===== src/rtl/tapsi_pkg.sv =====
`timescale 1ns/1ps
package tapsi_pkg;

   typedef enum logic [3:0] {
      ST_TLR, ST_RTI,
      ST_SEL_DR, ST_CAP_DR, ST_SH_DR, ST_EX1_DR, ST_PAU_DR, ST_EX2_DR, ST_UPD_DR,
      ST_SEL_IR, ST_CAP_IR, ST_SH_IR, ST_EX1_IR, ST_PAU_IR, ST_EX2_IR, ST_UPD_IR
   } tap_st_e;

   typedef enum logic [1:0] {
      SRC_BYP, SRC_ID, SRC_UC, SRC_BSR
   } dr_src_e;

   localparam int OPC_W = 5;
   localparam logic [OPC_W-1:0] OP_EXTEST = 5'b00000;
   localparam logic [OPC_W-1:0] OP_IDCODE = 5'b00001;
   localparam logic [OPC_W-1:0] OP_UCODE  = 5'b00010;
   localparam logic [OPC_W-1:0] OP_SAMPLE = 5'b00011;
   localparam logic [OPC_W-1:0] OP_PROBE  = 5'b10000;
   localparam logic [OPC_W-1:0] OP_PROG   = 5'b10001;
   localparam logic [OPC_W-1:0] OP_BYPASS = 5'b11111;

   function automatic tap_st_e tap_next(input tap_st_e s, input logic m);
      case (s)
         ST_TLR:    return m ? ST_TLR    : ST_RTI;
         ST_RTI:    return m ? ST_SEL_DR : ST_RTI;
         ST_SEL_DR: return m ? ST_SEL_IR : ST_CAP_DR;
         ST_CAP_DR: return m ? ST_EX1_DR : ST_SH_DR;
         ST_SH_DR:  return m ? ST_EX1_DR : ST_SH_DR;
         ST_EX1_DR: return m ? ST_UPD_DR : ST_PAU_DR;
         ST_PAU_DR: return m ? ST_EX2_DR : ST_PAU_DR;
         ST_EX2_DR: return m ? ST_UPD_DR : ST_SH_DR;
         ST_UPD_DR: return m ? ST_SEL_DR : ST_RTI;
         ST_SEL_IR: return m ? ST_TLR    : ST_CAP_IR;
         ST_CAP_IR: return m ? ST_EX1_IR : ST_SH_IR;
         ST_SH_IR:  return m ? ST_EX1_IR : ST_SH_IR;
         ST_EX1_IR: return m ? ST_UPD_IR : ST_PAU_IR;
         ST_PAU_IR: return m ? ST_EX2_IR : ST_PAU_IR;
         ST_EX2_IR: return m ? ST_UPD_IR : ST_SH_IR;
         ST_UPD_IR: return m ? ST_SEL_DR : ST_RTI;
         default:   return ST_TLR;
      endcase
   endfunction

endpackage


===== src/rtl/tapsi_ctrl.sv =====
`timescale 1ns/1ps
module tapsi_ctrl
   import tapsi_pkg::*;
(
   input  logic    tck,
   input  logic    trst_n,
   input  logic    tms,
   output tap_st_e st
);

   always_ff @(posedge tck or negedge trst_n) begin
      if (!trst_n) st <= ST_TLR;
      else         st <= tap_next(st, tms);
   end

   // checker: run of consecutive tms-high edges, saturating at five
   logic [2:0] ones_cnt;
   always_ff @(posedge tck or negedge trst_n) begin
      if (!trst_n)               ones_cnt <= 3'd0;
      else if (!tms)             ones_cnt <= 3'd0;
      else if (ones_cnt != 3'd5) ones_cnt <= ones_cnt + 3'd1;
   end

   p_five_ones_r2: assert property (@(posedge tck) disable iff (!trst_n)
      (ones_cnt == 3'd5) |-> (st == ST_TLR));

endmodule


===== src/rtl/tapsi_ir.sv =====
`timescale 1ns/1ps
module tapsi_ir
   import tapsi_pkg::*;
#(
   parameter int IR_W  = 5,
   parameter int N_FLT = 3
)(
   input  logic             tck,
   input  logic             trst_n,
   input  tap_st_e          st,
   input  logic             tdi,
   input  logic [N_FLT-1:0] fault_n,
   output logic [IR_W-1:0]  ir_q,
   output logic             ir_lsb
);

   localparam int FIX_W = IR_W - N_FLT;
   localparam logic [FIX_W-1:0] FIX_PAT = FIX_W'(1);

   if (FIX_W < 1) begin : g_bad_split
      $error("tapsi_ir: instruction width must exceed the flag count");
   end

   logic [N_FLT-1:0] flags;
   logic [N_FLT-1:0] live;
   logic [IR_W-1:0]  ir_sh;
   logic             clr_now;

   assign live    = ~fault_n;
   assign clr_now = (st == ST_UPD_IR) || (st == ST_TLR);

   // sticky flags: a fault seen on the clearing edge still sets its flag
   always_ff @(posedge tck or negedge trst_n) begin
      if (!trst_n)      flags <= '0;
      else if (clr_now) flags <= live;
      else              flags <= flags | live;
   end

   always_ff @(posedge tck or negedge trst_n) begin
      if (!trst_n) begin
         ir_sh <= '0;
      end else if (st == ST_CAP_IR) begin
         ir_sh <= {~(flags | live), FIX_PAT};
      end else if (st == ST_SH_IR) begin
         ir_sh <= {tdi, ir_sh[IR_W-1:1]};
      end
   end

   always_ff @(posedge tck or negedge trst_n) begin
      if (!trst_n)              ir_q <= IR_W'(OP_IDCODE);
      else if (st == ST_TLR)    ir_q <= IR_W'(OP_IDCODE);
      else if (st == ST_UPD_IR) ir_q <= ir_sh;
   end

   assign ir_lsb = ir_sh[0];

   p_capture_fixed_r3: assert property (@(posedge tck) disable iff (!trst_n)
      (st == ST_CAP_IR) |=> (ir_sh[FIX_W-1:0] == FIX_PAT));

   p_flag_sticky_r4: assert property (@(posedge tck) disable iff (!trst_n)
      (st != ST_UPD_IR && st != ST_TLR) |=> ((flags & $past(flags)) == $past(flags)));

   p_flag_clear_r5: assert property (@(posedge tck) disable iff (!trst_n)
      (st == ST_UPD_IR && fault_n == '1) |=> (flags == '0));

   p_ir_tlr_r1: assert property (@(posedge tck) disable iff (!trst_n)
      (st == ST_TLR) |=> (ir_q == IR_W'(OP_IDCODE)));

endmodule


===== src/rtl/tapsi_decode.sv =====
`timescale 1ns/1ps
module tapsi_decode
   import tapsi_pkg::*;
#(
   parameter int IR_W = 5
)(
   input  logic [IR_W-1:0] ir_q,
   input  logic            sec_lock,
   output dr_src_e         src,
   output logic            bsr_sel,
   output logic            probe_en,
   output logic            prog_en
);

   always_comb begin
      src      = SRC_BYP;
      bsr_sel  = 1'b0;
      probe_en = 1'b0;
      prog_en  = 1'b0;
      case (ir_q)
         IR_W'(OP_IDCODE): src = SRC_ID;
         IR_W'(OP_UCODE):  src = SRC_UC;
         IR_W'(OP_EXTEST),
         IR_W'(OP_SAMPLE): begin
            src     = SRC_BSR;
            bsr_sel = 1'b1;
         end
         IR_W'(OP_PROBE):  probe_en = !sec_lock;
         IR_W'(OP_PROG):   prog_en  = !sec_lock;
         default:          src = SRC_BYP;
      endcase
   end

endmodule


===== src/rtl/tapsi_dr.sv =====
`timescale 1ns/1ps
module tapsi_dr
   import tapsi_pkg::*;
#(
   parameter int              DR_W       = 32,
   parameter logic [DR_W-1:0] IDCODE_VAL = '0
)(
   input  logic            tck,
   input  logic            trst_n,
   input  tap_st_e         st,
   input  dr_src_e         src,
   input  logic            tdi,
   input  logic [DR_W-1:0] ucode,
   output logic            dr_lsb
);

   localparam logic [DR_W-1:0] ID_CAP = {IDCODE_VAL[DR_W-1:1], 1'b1};

   logic [DR_W-1:0] word_sh;
   logic            byp_q;
   logic            use_word;

   assign use_word = (src == SRC_ID) || (src == SRC_UC);

   always_ff @(posedge tck or negedge trst_n) begin
      if (!trst_n) begin
         word_sh <= '0;
      end else if (use_word && st == ST_CAP_DR) begin
         word_sh <= (src == SRC_ID) ? ID_CAP : ucode;
      end else if (use_word && st == ST_SH_DR) begin
         word_sh <= {tdi, word_sh[DR_W-1:1]};
      end
   end

   always_ff @(posedge tck or negedge trst_n) begin
      if (!trst_n)               byp_q <= 1'b0;
      else if (st == ST_CAP_DR)  byp_q <= 1'b0;
      else if (st == ST_SH_DR)   byp_q <= tdi;
   end

   assign dr_lsb = use_word ? word_sh[0] : byp_q;

   p_byp_capture_r8: assert property (@(posedge tck) disable iff (!trst_n)
      (st == ST_CAP_DR) |=> (byp_q == 1'b0));

endmodule


===== src/rtl/tap_status_ir.sv =====
`timescale 1ns/1ps
module tap_status_ir
   import tapsi_pkg::*;
#(
   parameter int              IR_W       = 5,
   parameter int              N_FLT      = 3,
   parameter int              DR_W       = 32,
   parameter logic [DR_W-1:0] IDCODE_VAL = 32'h4A61_7E30
)(
   input  logic             tck,
   input  logic             trst_n,
   input  logic             tms,
   input  logic             tdi,
   output logic             tdo,
   output logic             tdo_oe,
   input  logic [N_FLT-1:0] fault_n,
   input  logic             sec_lock,
   input  logic [DR_W-1:0]  ucode,
   output logic             bsr_sel,
   input  logic             bsr_ret,
   output logic             probe_en,
   output logic             prog_en
);

   if (IR_W != OPC_W) begin : g_bad_ir
      $error("tap_status_ir: instruction width must match the opcode width");
   end
   if (DR_W < 2) begin : g_bad_dr
      $error("tap_status_ir: data register width too small");
   end

   tap_st_e         st;
   logic [IR_W-1:0] ir_q;
   logic            ir_lsb;
   logic            dr_lsb;
   dr_src_e         src;
   logic            dr_bit;
   logic            shifting;

   tapsi_ctrl u_ctrl (
      .tck    (tck),
      .trst_n (trst_n),
      .tms    (tms),
      .st     (st)
   );

   tapsi_ir #(.IR_W(IR_W), .N_FLT(N_FLT)) u_ir (
      .tck     (tck),
      .trst_n  (trst_n),
      .st      (st),
      .tdi     (tdi),
      .fault_n (fault_n),
      .ir_q    (ir_q),
      .ir_lsb  (ir_lsb)
   );

   tapsi_decode #(.IR_W(IR_W)) u_dec (
      .ir_q     (ir_q),
      .sec_lock (sec_lock),
      .src      (src),
      .bsr_sel  (bsr_sel),
      .probe_en (probe_en),
      .prog_en  (prog_en)
   );

   tapsi_dr #(.DR_W(DR_W), .IDCODE_VAL(IDCODE_VAL)) u_dr (
      .tck    (tck),
      .trst_n (trst_n),
      .st     (st),
      .src    (src),
      .tdi    (tdi),
      .ucode  (ucode),
      .dr_lsb (dr_lsb)
   );

   assign dr_bit   = (src == SRC_BSR) ? bsr_ret : dr_lsb;
   assign shifting = (st == ST_SH_IR) || (st == ST_SH_DR);

   // serial output retimed to the falling edge
   always_ff @(negedge tck or negedge trst_n) begin
      if (!trst_n) begin
         tdo    <= 1'b0;
         tdo_oe <= 1'b0;
      end else begin
         tdo_oe <= shifting;
         if (st == ST_SH_IR)      tdo <= ir_lsb;
         else if (st == ST_SH_DR) tdo <= dr_bit;
         else                     tdo <= 1'b0;
      end
   end

   p_oe_shift_r11: assert property (@(posedge tck) disable iff (!trst_n)
      tdo_oe |-> (st == ST_SH_IR || st == ST_SH_DR));

   p_lock_private_r10: assert property (@(posedge tck) disable iff (!trst_n)
      sec_lock |-> !(probe_en || prog_en));

endmodule


===== config.mk =====
export PLATFORM = sky130hd
export DESIGN_NAME = tap_status_ir
export DESIGN_NICKNAME = d
export VERILOG_FILES = /design/src/rtl/tapsi_pkg.sv /design/src/rtl/tapsi_ctrl.sv /design/src/rtl/tapsi_ir.sv /design/src/rtl/tapsi_decode.sv /design/src/rtl/tapsi_dr.sv /design/src/rtl/tap_status_ir.sv
export SDC_FILE = /design/constraint.sdc
export NUM_CORES = 1
export LEC_CHECK = 0
export BUFFER_PORTS_ARGS = -buffer_cell sky130_fd_sc_hd__buf_4
export CAP_MARGIN = 15
export CORE_UTILIZATION = 35
export CTS_BUF_LIST = sky130_fd_sc_hd__clkbuf_16
export DETAILED_ROUTE_END_ITERATION = 10
export PLACE_DENSITY_LB_ADDON = 0.25
export REMOVE_ABC_BUFFERS = 1
export SLEW_MARGIN = 0
export SYNTH_ARGS = -nofsm -noshare
export SYNTH_HDL_FRONTEND = slang
export SYNTH_SLANG_ARGS = --single-unit

===== constraint.sdc =====
create_clock -name tck -period 3.5 [get_ports tck]
set_input_delay 0.175 -clock tck [delete_from_list [all_inputs] [get_ports tck]]
set_output_delay 0.175 -clock tck [all_outputs]
set_load 0.005 [all_outputs]

Word-level counts from Yosys, hierarchy flattened. Cells that the tools add are included. Widths: inputs -> output; s select.

Flip-flop bits (word level): 52. Bits of input ports: 41. Output and inout port bits: 5. Word-level logic and storage cells: 81.

Eq/ne operators: 23. Multiplexer cells: 31. Bitwise gates (word level): 3. Reductions and logical operators: 16.

Operators with widths (number): $mux 32 (3); $pmux 4 s12 (1); $eq 4x4->1 const B (8); $mux 5 (4); $eq 4x3->1 const B (4); $mux 4 (4); $mux 1 (12); $eq 5x2->1 const B (2); $eq 5x5->1 const B (2); $mux 3 (3); $eq 4x2->1 const B (2); $reduce_bool 2->1 (4); $mux 2 (3); $not 3->3 (2); $pmux 2 s3 (1); $reduce_or 2->1 (3); $eq 5x1->1 const B (1); $logic_not 5->1 (1); $eq 2x2->1 const B (2); $eq 4x1->1 const B (1); $logic_not 4->1 (1); $logic_or 1x1->1 (3); $or 3x3->3 (1); $reduce_or 3->1 (1); 3 further kinds (4).

Depth between registers and ports, before layout. Gate-level depths: netlist of run 1.

Depth in word-level cells: 9. Gate-level depth with buffers: 8.

Cells and area by module. From an unflattened synthesis of run 1, not the netlist that was laid out.

Cell total of the unflattened synthesis: 287. Area, all modules: 2780.2 µm².

Modules (own cells, without submodules): tapsi_dr (times used 1, cells each 170, area each 1704.1 µm², sequential area each 825.8 µm²); tapsi_ir (times used 1, cells each 61, area each 579.3 µm², sequential area each 326.6 µm²); tapsi_ctrl (times used 1, cells each 37, area each 314.1 µm², sequential area each 100.1 µm²); tap_status_ir (times used 1, cells each 9, area each 106.4 µm², sequential area each 50.0 µm²); tapsi_decode (times used 1, cells each 10, area each 76.3 µm², sequential area each 0.0 µm²).

==> results of run 1 <==
[per-layer routing]
metal	routed length (microns)	track usage [%]	vias up
li1	-	-	1165
met1	3049	22.81	1090
met2	2873	24.68	66
met3	324	2.946	7
met4	87	5.376	0
met5	0	0	-
[registers in the layout, indices dropped and copies added, names as in the netlist]
name and cells:
tdo_oe 1, u_dr.word_sh 32, tdo 1, u_ir.flags 3, u_ctrl.st 4, u_ir.ir_q 5
u_ir.ir_sh 5, u_dr.byp_q 1
[stage by stage]
| step | cell area, sq um | hold WS (ns) |
|---|---|---|
| 6_report | 3364 | 0.03909 |
| 3_3_place_gp | 3178 | 0.01627 |
| 3_5_place_dp | 3178 | 0.01731 |
| 4_1_cts | 3334 | 0.03561 |
| 2_1_floorplan | 2611 | -0.1206 |
| 5_1_grt | 3364 | 0.04517 |
[path summary, 6_finish.rpt]
path / from / to / cells after the start
max in group asynchronous: trst_n / tdo$_DFF_NN0_ / 2
hold reg to reg: u_dr.word_sh[13]$_DFFE_PN0P_ / u_dr.word_sh[13]$_DFFE_PN0P_ / 2
min in group asynchronous: trst_n / u_dr.word_sh[29]$_DFFE_PN0P_ / 2
setup / recovery: u_ir.ir_q[4]$_DFFE_PN0P_ / tdo$_DFF_NN0_ / 7
hold / removal: fault_n[2] / u_ir.flags[2]$_DFF_PN0_ / 2
setup reg to reg: u_ir.ir_q[4]$_DFFE_PN0P_ / tdo$_DFF_NN0_ / 7
[critical path, stage by stage, from the launching register on]
cell and delay [ns]:
dfrtp_1 0.39, nor3_2 0.25, o21ai_2 0.11, ha_1 0.34
mux2i_1 0.21, nor2_1 0.06, a21oi_1 0.11, o22ai_1 0.10
[logic make-up after synthesis]
family / synth area share (%)
AND/OR/NAND/NOR: 26.11
AO/OA/AOI/OAI: 19.30
flip-flops: 47.28
buffers and inverters: 6.040
adder cells (fa/ha/maj): 0.9081
multiplexers: 0.3633
[power by group]
group	switching (mW)	internal (mW)
registers	0.143	0.862
logic	1.00	0.651
clock network	0.227	0.267
[cells in the final DEF, fill, tap and decap left out, types with 2 or more instances in the layout]
master | netlist | layout
nand3_1 | 5 | 5
o31ai_1 | 16 | 16
a21oi_1 | 13 | 13
ha_1 | 2 | 2
nor3_2 | 10 | 11
o22ai_1 | 23 | 23
inv_1 | 6 | 6
dfrtp_1 | 49 | 49
nand2_1 | 44 | 44
buf_4 | 3 | 58
nor3_1 | 8 | 7
nor2b_1 | 21 | 19
o21ai_1 | 6 | 6
dfrtn_1 | 2 | 2
nor4b_1 | 3 | 3
a221o_1 | 3 | 3
o21ai_0 | 20 | 19
nor2_1 | 31 | 31
clkbuf_16 | 0 | 5
[Yosys cell counts, drive strengths merged (5+ instances only)]
| cell | instances | area share [%] |
|---|---|---|
| dfrtp | 49 | 45 |
| nand2 | 44 | 6.0 |
| nor2 | 32 | 4.6 |
| o21ai | 27 | 5.0 |
| o22ai | 23 | 5.2 |
| buf | 21 | 4.5 |
| nor2b | 21 | 4.8 |
| nor3 | 18 | 5.1 |
| o31ai | 16 | 4.4 |
| a21oi | 13 | 2.4 |
| inv | 6 | 0.82 |
| clkbuf | 5 | 0.68 |
| nand3 | 5 | 0.91 |
[layout make-up]
type	instances	area share [%]
multi-input combinational	225	39.01
sequential	52	38.71
timing repair buffer	60	13.57
clock buffer	5	3.719
tap	99	3.682
inverter	6	0.6694
clock inverter	3	0.6322
[repair_timing]
| action | CTS | global route |
|---|---|---|
| gates resized for setup | 1 | 6 |
| buffers inserted | 0 | 1 |
| endpoints found under the setup margin | 1 | 1 |
| hold buffers | 1 | 0 |
| endpoints found under the hold margin | 8 | 0 |
| pin swaps | 0 | 3 |
==> results.cfg, run 1 <==
[run_status]
outcome = finished, final reports clean

[global_routing]
grt_start_max_net_pins = 43
first_global_vias = 2230
grt-ovfl-total = 0
grt_pass1_wl_microns = 10800
antenna_found_initial = 0
grt_use_total_pct = 16.12

[pwr]
leakagePower_nw = 1.475
vdd_drop_max_v = 0.0005540
p_total_mw = 3.152
cellPowerDensity_mw_per_mm2 = 937.0

[die]
die_y_microns = 90.73
start_util_pct = 37.00
ioPinCount = 46
dieWidth_microns = 90.73
core-area_sq_mm = 0.007447
rows = 31
die_area_sq_mm = 0.008231

[layout]
seqCellArea_sq_mm = 0.001303
multiInputGateArea_sq_mm = 0.001313
layout.nets = 393
layout-drive-gt1-share_pct = 25.07
final_util_pct = 45.18
syn2layout_area_growth_pct = 22.12
final_cells = 450
n_fill_cell = 750
diodes = 0

[critical_path]
startpoint_type = flip-flop
endpoint_kind = flip-flop
r2r_setup_slack_ns = 0.03
cp.arrival_ns = 1.87
crit_required_ns = 1.90
worstSetupPathType = flip-flop to flip-flop
cp_max_fo = 3

[clock_tree]
cts_tree = done
root_buffer = clkbuf_16
htree_levels = 2
path_clk_slew_ns = 0.07
clock_latency_ns = 0.31
cts.sinks = 52
cts_buffer_depth = 2
numCtsBuffers = 5

[sta]
max_slew.worst_pin.slew_ns = 0.8630
fin_tns_setup_ns = 0
setup_ws_ns = 0.03075
hold_violations = 0
finalMaxSlewViolations = 0
setup_violations = 0
fin_worst_skew_ns = 0.02305
relSlewSlack_pct = 42.25

[detailed_routing]
dr.pass1.iters = 5
wl_per_cell_microns = 14.08
avgViaCountPerCell = 5.173
antenna_left = 0
drc = 0
drtIter0Drc = 142
wl_microns = 6334
vias = 2328

[place]
dp_hpwl_microns = 4209
place.port_buffers = 45
gp_congestion = 0.8286
place_ws_ns = 0.004354
dp.cells = 440

[synthesis]
syn_area_per_cell_sq_um = 8.916
yosysWarnings = 0
syn_area_sq_mm = 0.002755
synthCells = 309
synthDistinctLibCells = 42
ys.flop_type = dfrtp_1
synth_edf_count = 0
ys_ff_latch = 52
ys_async_sr_fraction_pct = 100.0
yosysSeqAreaShare_pct = 47.28

[min_path]
hp-class = primary input to flip-flop

[flow_run]
drv_cap = 0
Note: power is estimated with default switching activity, not from simulation.
==> run 2: changes to the inputs <==
--- a/config.mk
+++ b/config.mk
@@ -7,6 +7,9 @@
 export LEC_CHECK = 0
 export BUFFER_PORTS_ARGS = -buffer_cell sky130_fd_sc_hd__buf_4
 export CAP_MARGIN = 15
+export CELL_PAD_IN_SITES_DETAIL_PLACEMENT = 0
+export CELL_PAD_IN_SITES_GLOBAL_PLACEMENT = 1
+export CORE_MARGIN = 2
 export CORE_UTILIZATION = 35
 export CTS_BUF_LIST = sky130_fd_sc_hd__clkbuf_16
 export DETAILED_ROUTE_END_ITERATION = 10
@@ -15,4 +18,5 @@
 export SLEW_MARGIN = 0
 export SYNTH_ARGS = -nofsm -noshare
 export SYNTH_HDL_FRONTEND = slang
+export SYNTH_HIERARCHICAL = 1
 export SYNTH_SLANG_ARGS = --single-unit
==> results.cfg, run 2 <==
[clock_tree]
cts.sinks = 52
cts_buffer_depth = 2
numCtsBuffers = 5
path_clk_slew_ns = 0.07
root_buffer = clkbuf_16
clock_latency_ns = 0.30
htree_levels = 2
cts_tree = done

[critical_path]
startpoint_type = flip-flop
crit_slowest_cell = or3_4
cpPeakStageDelay_ns = 0.43
cp_cell_sequence = or3_4, nor2_4, inv_2, ha_4, mux2_4, mux2i_2, o22ai_2
crit_required_ns = 1.90
cp_max_fo = 3
cp.arrival_ns = 2.08
worstSetupPathType = flip-flop to flip-flop
endpoint_kind = flip-flop

[sta]
setup_ws_ns = -0.1775
hold_violations = 0
max_slew.worst_pin.slew_ns = 0.7983
finalMaxSlewViolations = 0
fin_worst_skew_ns = 0.02355
setup_violations = 1
rsz0062_at_grt = true
relSlewSlack_pct = 46.78

[synthesis]
yosys-top-cells-count = dfrtp_1, nor2_1, o21ai_0
ys_ff_latch = 52
synthCells = 287
syn_area_sq_mm = 0.002780
ys.flop_type = dfrtp_1
yosysSeqAreaShare_pct = 46.85
synthDistinctLibCells = 53
yosysWarnings = 6
yosys-top-cells-area = dfrtp_1, a22o_1, o2bb2ai_1
syn_area_per_cell_sq_um = 9.687
synth_top_cell_by_area = dfrtp_1
ys_async_sr_fraction_pct = 100.0
yosysMostFrequentCell = dfrtp_1
synth_top_area_share_pct = 44.10
synth_edf_count = 0

[die]
die_y_microns = 93.13
start_util_pct = 35.98
dieWidth_microns = 93.13
ioPinCount = 46
core-area_sq_mm = 0.007727
rows = 32
die_area_sq_mm = 0.008672

[min_path]
hp-class = primary input to flip-flop

[place]
post_dp_cell_area_sq_mm = 0.003277
place.port_buffers = 45
dp_hpwl_microns = 4501
dp.cells = 429
gp_congestion = 0.7254
place_ws_ns = -0.2761

[layout]
final_common_cell = buf_4
diodes = 0
largest_reg_flops = 32
largest-register = u_dr/word_sh
reg.largest.list = u_dr/word_sh (32), u_ir/ir_q (5), u_ir/ir_sh (5)
layout.nets = 379
finalInstanceArea_sq_mm = 0.003505
layout_common_cells = buf_4, dfrtp_1, nor2_1
layout-drive-gt1-share_pct = 27.22
final_cells = 440
syn2layout_area_growth_pct = 26.06
final_util_pct = 45.35

[detailed_routing]
wl_met1_microns = 3194
routed.top_layer = met4
vias = 2401
wl_met2_microns = 3449
met3WireLength_microns = 202
wl_microns = 6885
wl_per_cell_microns = 15.65
drc = 0
antenna_left = 0
avgViaCountPerCell = 5.457
dr.pass1.iters = 4
drtIter0Drc = 116

[pwr]
leakagePower_nw = 1.569
cellPowerDensity_mw_per_mm2 = 1063
p_total_mw = 3.726
vdd_drop_max_v = 0.0004262

[global_routing]
grt_use_total_pct = 16.82
grt_pass1_wl_microns = 11590
grt-ovfl-total = 0
grt_start_max_net_pins = 46
first_global_vias = 2391
antenna_found_initial = 0

[run_status]
violations = negative setup slack
outcome = complete, but fails checks

[flow_run]
drv_cap = 0
[run 2: cell types whose count changed after synthesis, moves of 11 or more]
cell       previous run  this run
o22ai_1              23         5
o2bb2ai_1             0        15
a22o_1                1        15
o31ai_1              16         0
nand2_1              44        10
buf_2                16         4
nor2b_1              21        10
[run 2: power by group]
group	total, mW	switching, mW	leakage, nW	internal [mW]
Clock	0.559	0.222	0.0856	0.338
Sequential	1.02	0.140	0.650	0.875
Combinational	2.15	1.22	0.833	0.931
[run 2: layer usage]
metal | track usage (%) | up-vias
li1 | - | 1171
met1 | 23.29 | 1190
met2 | 27.96 | 36
met3 | 2.659 | 4
met4 | 3.676 | 0
met5 | 0 | -
[run 2: logic make-up (layout without fill, tap and decap cells)]
kind of cell,after synthesis,count (layout),synth area share [%]
fa+ha+maj,1,1,0.4500
compound gates,96,96,24.89
mux,2,2,0.7651
flops,52,52,46.85
buf+inv,32,83,5.536
simple gates,104,104,21.51
[run 2: cell type report]
cell class / instances / area, sq um
fill: 783 / 4223
multi-input combinational: 203 / 1366
sequential: 52 / 1303
timing repair buffer: 65 / 503.0
tap: 102 / 127.6
clock buffer: 5 / 125.1
clock inverter: 3 / 42.54
inverter: 10 / 37.54
[run 2: critical path: cells and delay by family (launching register included)]
family / cells / cell delay (ns)
AND/OR/NAND/NOR: 2 / 0.56
multiplexers: 2 / 0.46
flip-flops: 1 / 0.38
adder cells (fa/ha/maj): 1 / 0.26
AO/OA/AOI/OAI: 1 / 0.08
buffers and inverters: 1 / 0.05
[run 2: worst paths after layout]
| path | from | endpoint | slack (ns) | cells past startpoint |
|---|---|---|---|---|
| min | fault_n[0] | u_ir/flags[0]$_DFF_PN0_ | 0.08 | 2 |
| min in group asynchronous | trst_n | u_ir/ir_q[4]$_DFFE_PN0P_ | 0.26 | 2 |
| max in group asynchronous | trst_n | tdo_oe$_DFF_NN0_ | 1.46 | 2 |
| max reg2reg | u_ir/ir_q[4]$_DFFE_PN0P_ | tdo$_DFF_NN0_ | -0.18 | 7 |
| max | u_ir/ir_q[4]$_DFFE_PN0P_ | tdo$_DFF_NN0_ | -0.18 | 7 |
| min reg2reg | u_dr/word_sh[27]$_DFFE_PN0P_ | u_dr/word_sh[27]$_DFFE_PN0P_ | 0.50 | 1 |
[run 2: repair_timing]
item                       4_1_cts  5_1_grt
setup endpoints to repair        1        1
pin swaps                        4        3
setup buffers                    1        1
gates cloned                     0        0
hold endpoints to repair         5        0
resized for setup                7        1
hold buffers                     1        0
[run 2: metrics by stage]
step	setup TNS (ns)	hold slack, ns
6_report	-0.1775	0.08395
2_1_floorplan	-0.2162	-0.1206
3_5_place_dp	-0.2761	0.005548
3_3_place_gp	-0.2076	0.005873
5_1_grt	-0.2081	0.1127
4_1_cts	-0.1819	0.07710
==> run 3: changes to the inputs <==
--- a/config.mk
+++ b/config.mk
@@ -5,7 +5,6 @@
 export SDC_FILE = /design/constraint.sdc
 export NUM_CORES = 1
 export LEC_CHECK = 0
-export BUFFER_PORTS_ARGS = -buffer_cell sky130_fd_sc_hd__buf_4
 export CAP_MARGIN = 15
 export CELL_PAD_IN_SITES_DETAIL_PLACEMENT = 0
 export CELL_PAD_IN_SITES_GLOBAL_PLACEMENT = 1
@@ -13,6 +12,7 @@
 export CORE_UTILIZATION = 35
 export CTS_BUF_LIST = sky130_fd_sc_hd__clkbuf_16
 export DETAILED_ROUTE_END_ITERATION = 10
+export DONT_BUFFER_PORTS = 1
 export PLACE_DENSITY_LB_ADDON = 0.25
 export REMOVE_ABC_BUFFERS = 1
 export SLEW_MARGIN = 0
==> results.cfg, run 3 (same netlist as run 2, synthesis figures left out) <==
[sta]
fin_tns_setup_ns = -0.1938
max_slew.worst_pin.slew_ns = 0.8385
hold_slack_ns = 0.02795
hold_violations = 0
relSlewSlack_pct = 44.10
fin_worst_skew_ns = 0.02313
setup_ws_ns = -0.1938
setup_violations = 1
rsz0062_at_grt = true
finalMaxSlewViolations = 0

[critical_path]
startpoint_type = flip-flop
endpoint_kind = flip-flop
worstSetupPathType = flip-flop to flip-flop
cp.arrival_ns = 2.09
cp_max_fo = 3
crit_required_ns = 1.90

[flow_run]
drv_cap = 0

[die]
ioPinCount = 46
die_y_microns = 93.13
core-area_sq_mm = 0.007727
dieWidth_microns = 93.13
die_area_sq_mm = 0.008672
rows = 32
start_util_pct = 35.98

[layout]
final_common_cell = dfrtp_1
reg.largest.list = u_dr/word_sh (32), u_ir/ir_q (5), u_ir/ir_sh (5)
layout_common_cells = dfrtp_1, nor2_1, buf_4, o21ai_0
layout.nets = 339
largest-register = u_dr/word_sh
largest_reg_flops = 32
syn2layout_area_growth_pct = 15.26
diodes = 0
finalInstanceArea_sq_mm = 0.003204
layout-drive-gt1-share_pct = 16.78
n_fill_cell = 777

[run_status]
outcome = complete, but fails checks
violations = negative setup slack

[detailed_routing]
vias = 2213
antenna_left = 0
wl_per_cell_microns = 16.95
avgViaCountPerCell = 5.533
dr.pass1.iters = 5
drc = 0
drtIter0Drc = 130
wl_microns = 6780

[global_routing]
antenna_found_initial = 0
grt-ovfl-total = 0
grt_start_max_net_pins = 51
grt_use_total_pct = 16.08
first_global_vias = 2263
grt_pass1_wl_microns = 11160

[pwr]
leakagePower_nw = 1.366
cellPowerDensity_mw_per_mm2 = 1117
vdd_drop_max_v = 0.0005341

[min_path]
hp-class = primary input to flip-flop

[clock_tree]
cts.sinks = 52
clock_latency_ns = 0.30
cts_buffer_depth = 2
htree_levels = 2
path_clk_slew_ns = 0.07
root_buffer = clkbuf_16
cts_tree = done
numCtsBuffers = 5

[place]
dp_hpwl_microns = 4261
place.port_buffers = 0
post_dp_cell_area_sq_mm = 0.002934
gp_congestion = 0.7380
[run 3: cell types whose count changed in the layout (fill, tap and decap cells not counted), sizes merged]
cell	before	now
bufinv	1	0
buf	64	20
clkinv	0	2
inv	12	11
dlygate4sd3	1	5
[run 3: final cells by class]
type | count | area, sq um | share of cell area (%)
Multi-Input combinational cell | 203 | 1369 | 42.72
Clock buffer | 5 | 125.1 | 3.905
Timing Repair Buffer | 25 | 220.2 | 6.872
Tap cell | 102 | 127.6 | 3.983
Inverter | 10 | 37.54 | 1.171
Sequential cell | 52 | 1303 | 40.65
Clock inverter | 3 | 22.52 | 0.7029
[run 3: critical path, stage by stage, from the launching register on]
cell	delay, ns
dfrtp_1	0.38
or3_4	0.43
nor2_4	0.13
inv_2	0.05
ha_4	0.26
mux2_4	0.30
mux2i_2	0.18
o22ai_2	0.08
[run 3: final timing paths]
path,from,end,slack (ns),cells past startpoint
worst min register to register,u_dr/word_sh[16]$_DFFE_PN0P_,u_dr/word_sh[16]$_DFFE_PN0P_,0.50,1
worst min-delay path,ucode[15],u_dr/word_sh[15]$_DFFE_PN0P_,0.03,1
min in group asynchronous,trst_n,u_dr/word_sh[5]$_DFFE_PN0P_,0.40,2
worst max register to register,u_ir/ir_q[3]$_DFFE_PN0P_,tdo$_DFF_NN0_,-0.19,7
worst max-delay path,u_ir/ir_q[3]$_DFFE_PN0P_,tdo$_DFF_NN0_,-0.19,7
max in group asynchronous,trst_n,tdo$_DFF_NN0_,2.20,0
[run 3: routing by layer]
metal	global-route usage [%]	vias up	wire (microns)	share of wire [%]
li1	-	1084	-	-
met1	20.99	1086	3115	46
met5	0	-	0	0
met2	27.78	38	3338	49
met3	3.465	5	286	4.2
met4	2.941	0	39	0.58
[run 3: timing repair]
action,CTS,global route
resized for setup,8,1
pin swaps,4,3
buffers inserted,1,0
endpoints found under the hold margin,55,0
endpoints found under the setup margin,1,1
hold buffers,6,0
[run 3: stage by stage]
stage / utilization, % / setup WS, ns / cells / power [mW]
after detailed placement: 37.97 / -0.3127 / 385 / 2.990
after global placement: 37.97 / -0.2085 / 385 / 2.964
after floorplan: - / -0.2162 / 265 / 2.324
after CTS: 41.43 / -0.1902 / 400 / 3.626
final: 41.47 / -0.1938 / 400 / 3.578
after global routing: 41.47 / -0.2524 / 400 / 3.892
[run 3: where the power goes]
| group | leakage (nW) | switching, mW | total, mW | internal [mW] |
|---|---|---|---|---|
| logic | 0.642 | 1.19 | 2.06 | 0.875 |
| registers | 0.650 | 0.152 | 1.03 | 0.875 |
| clock network | 0.0742 | 0.223 | 0.491 | 0.268 |
| total | 1.37 | 1.56 | 3.58 | 2.02 |
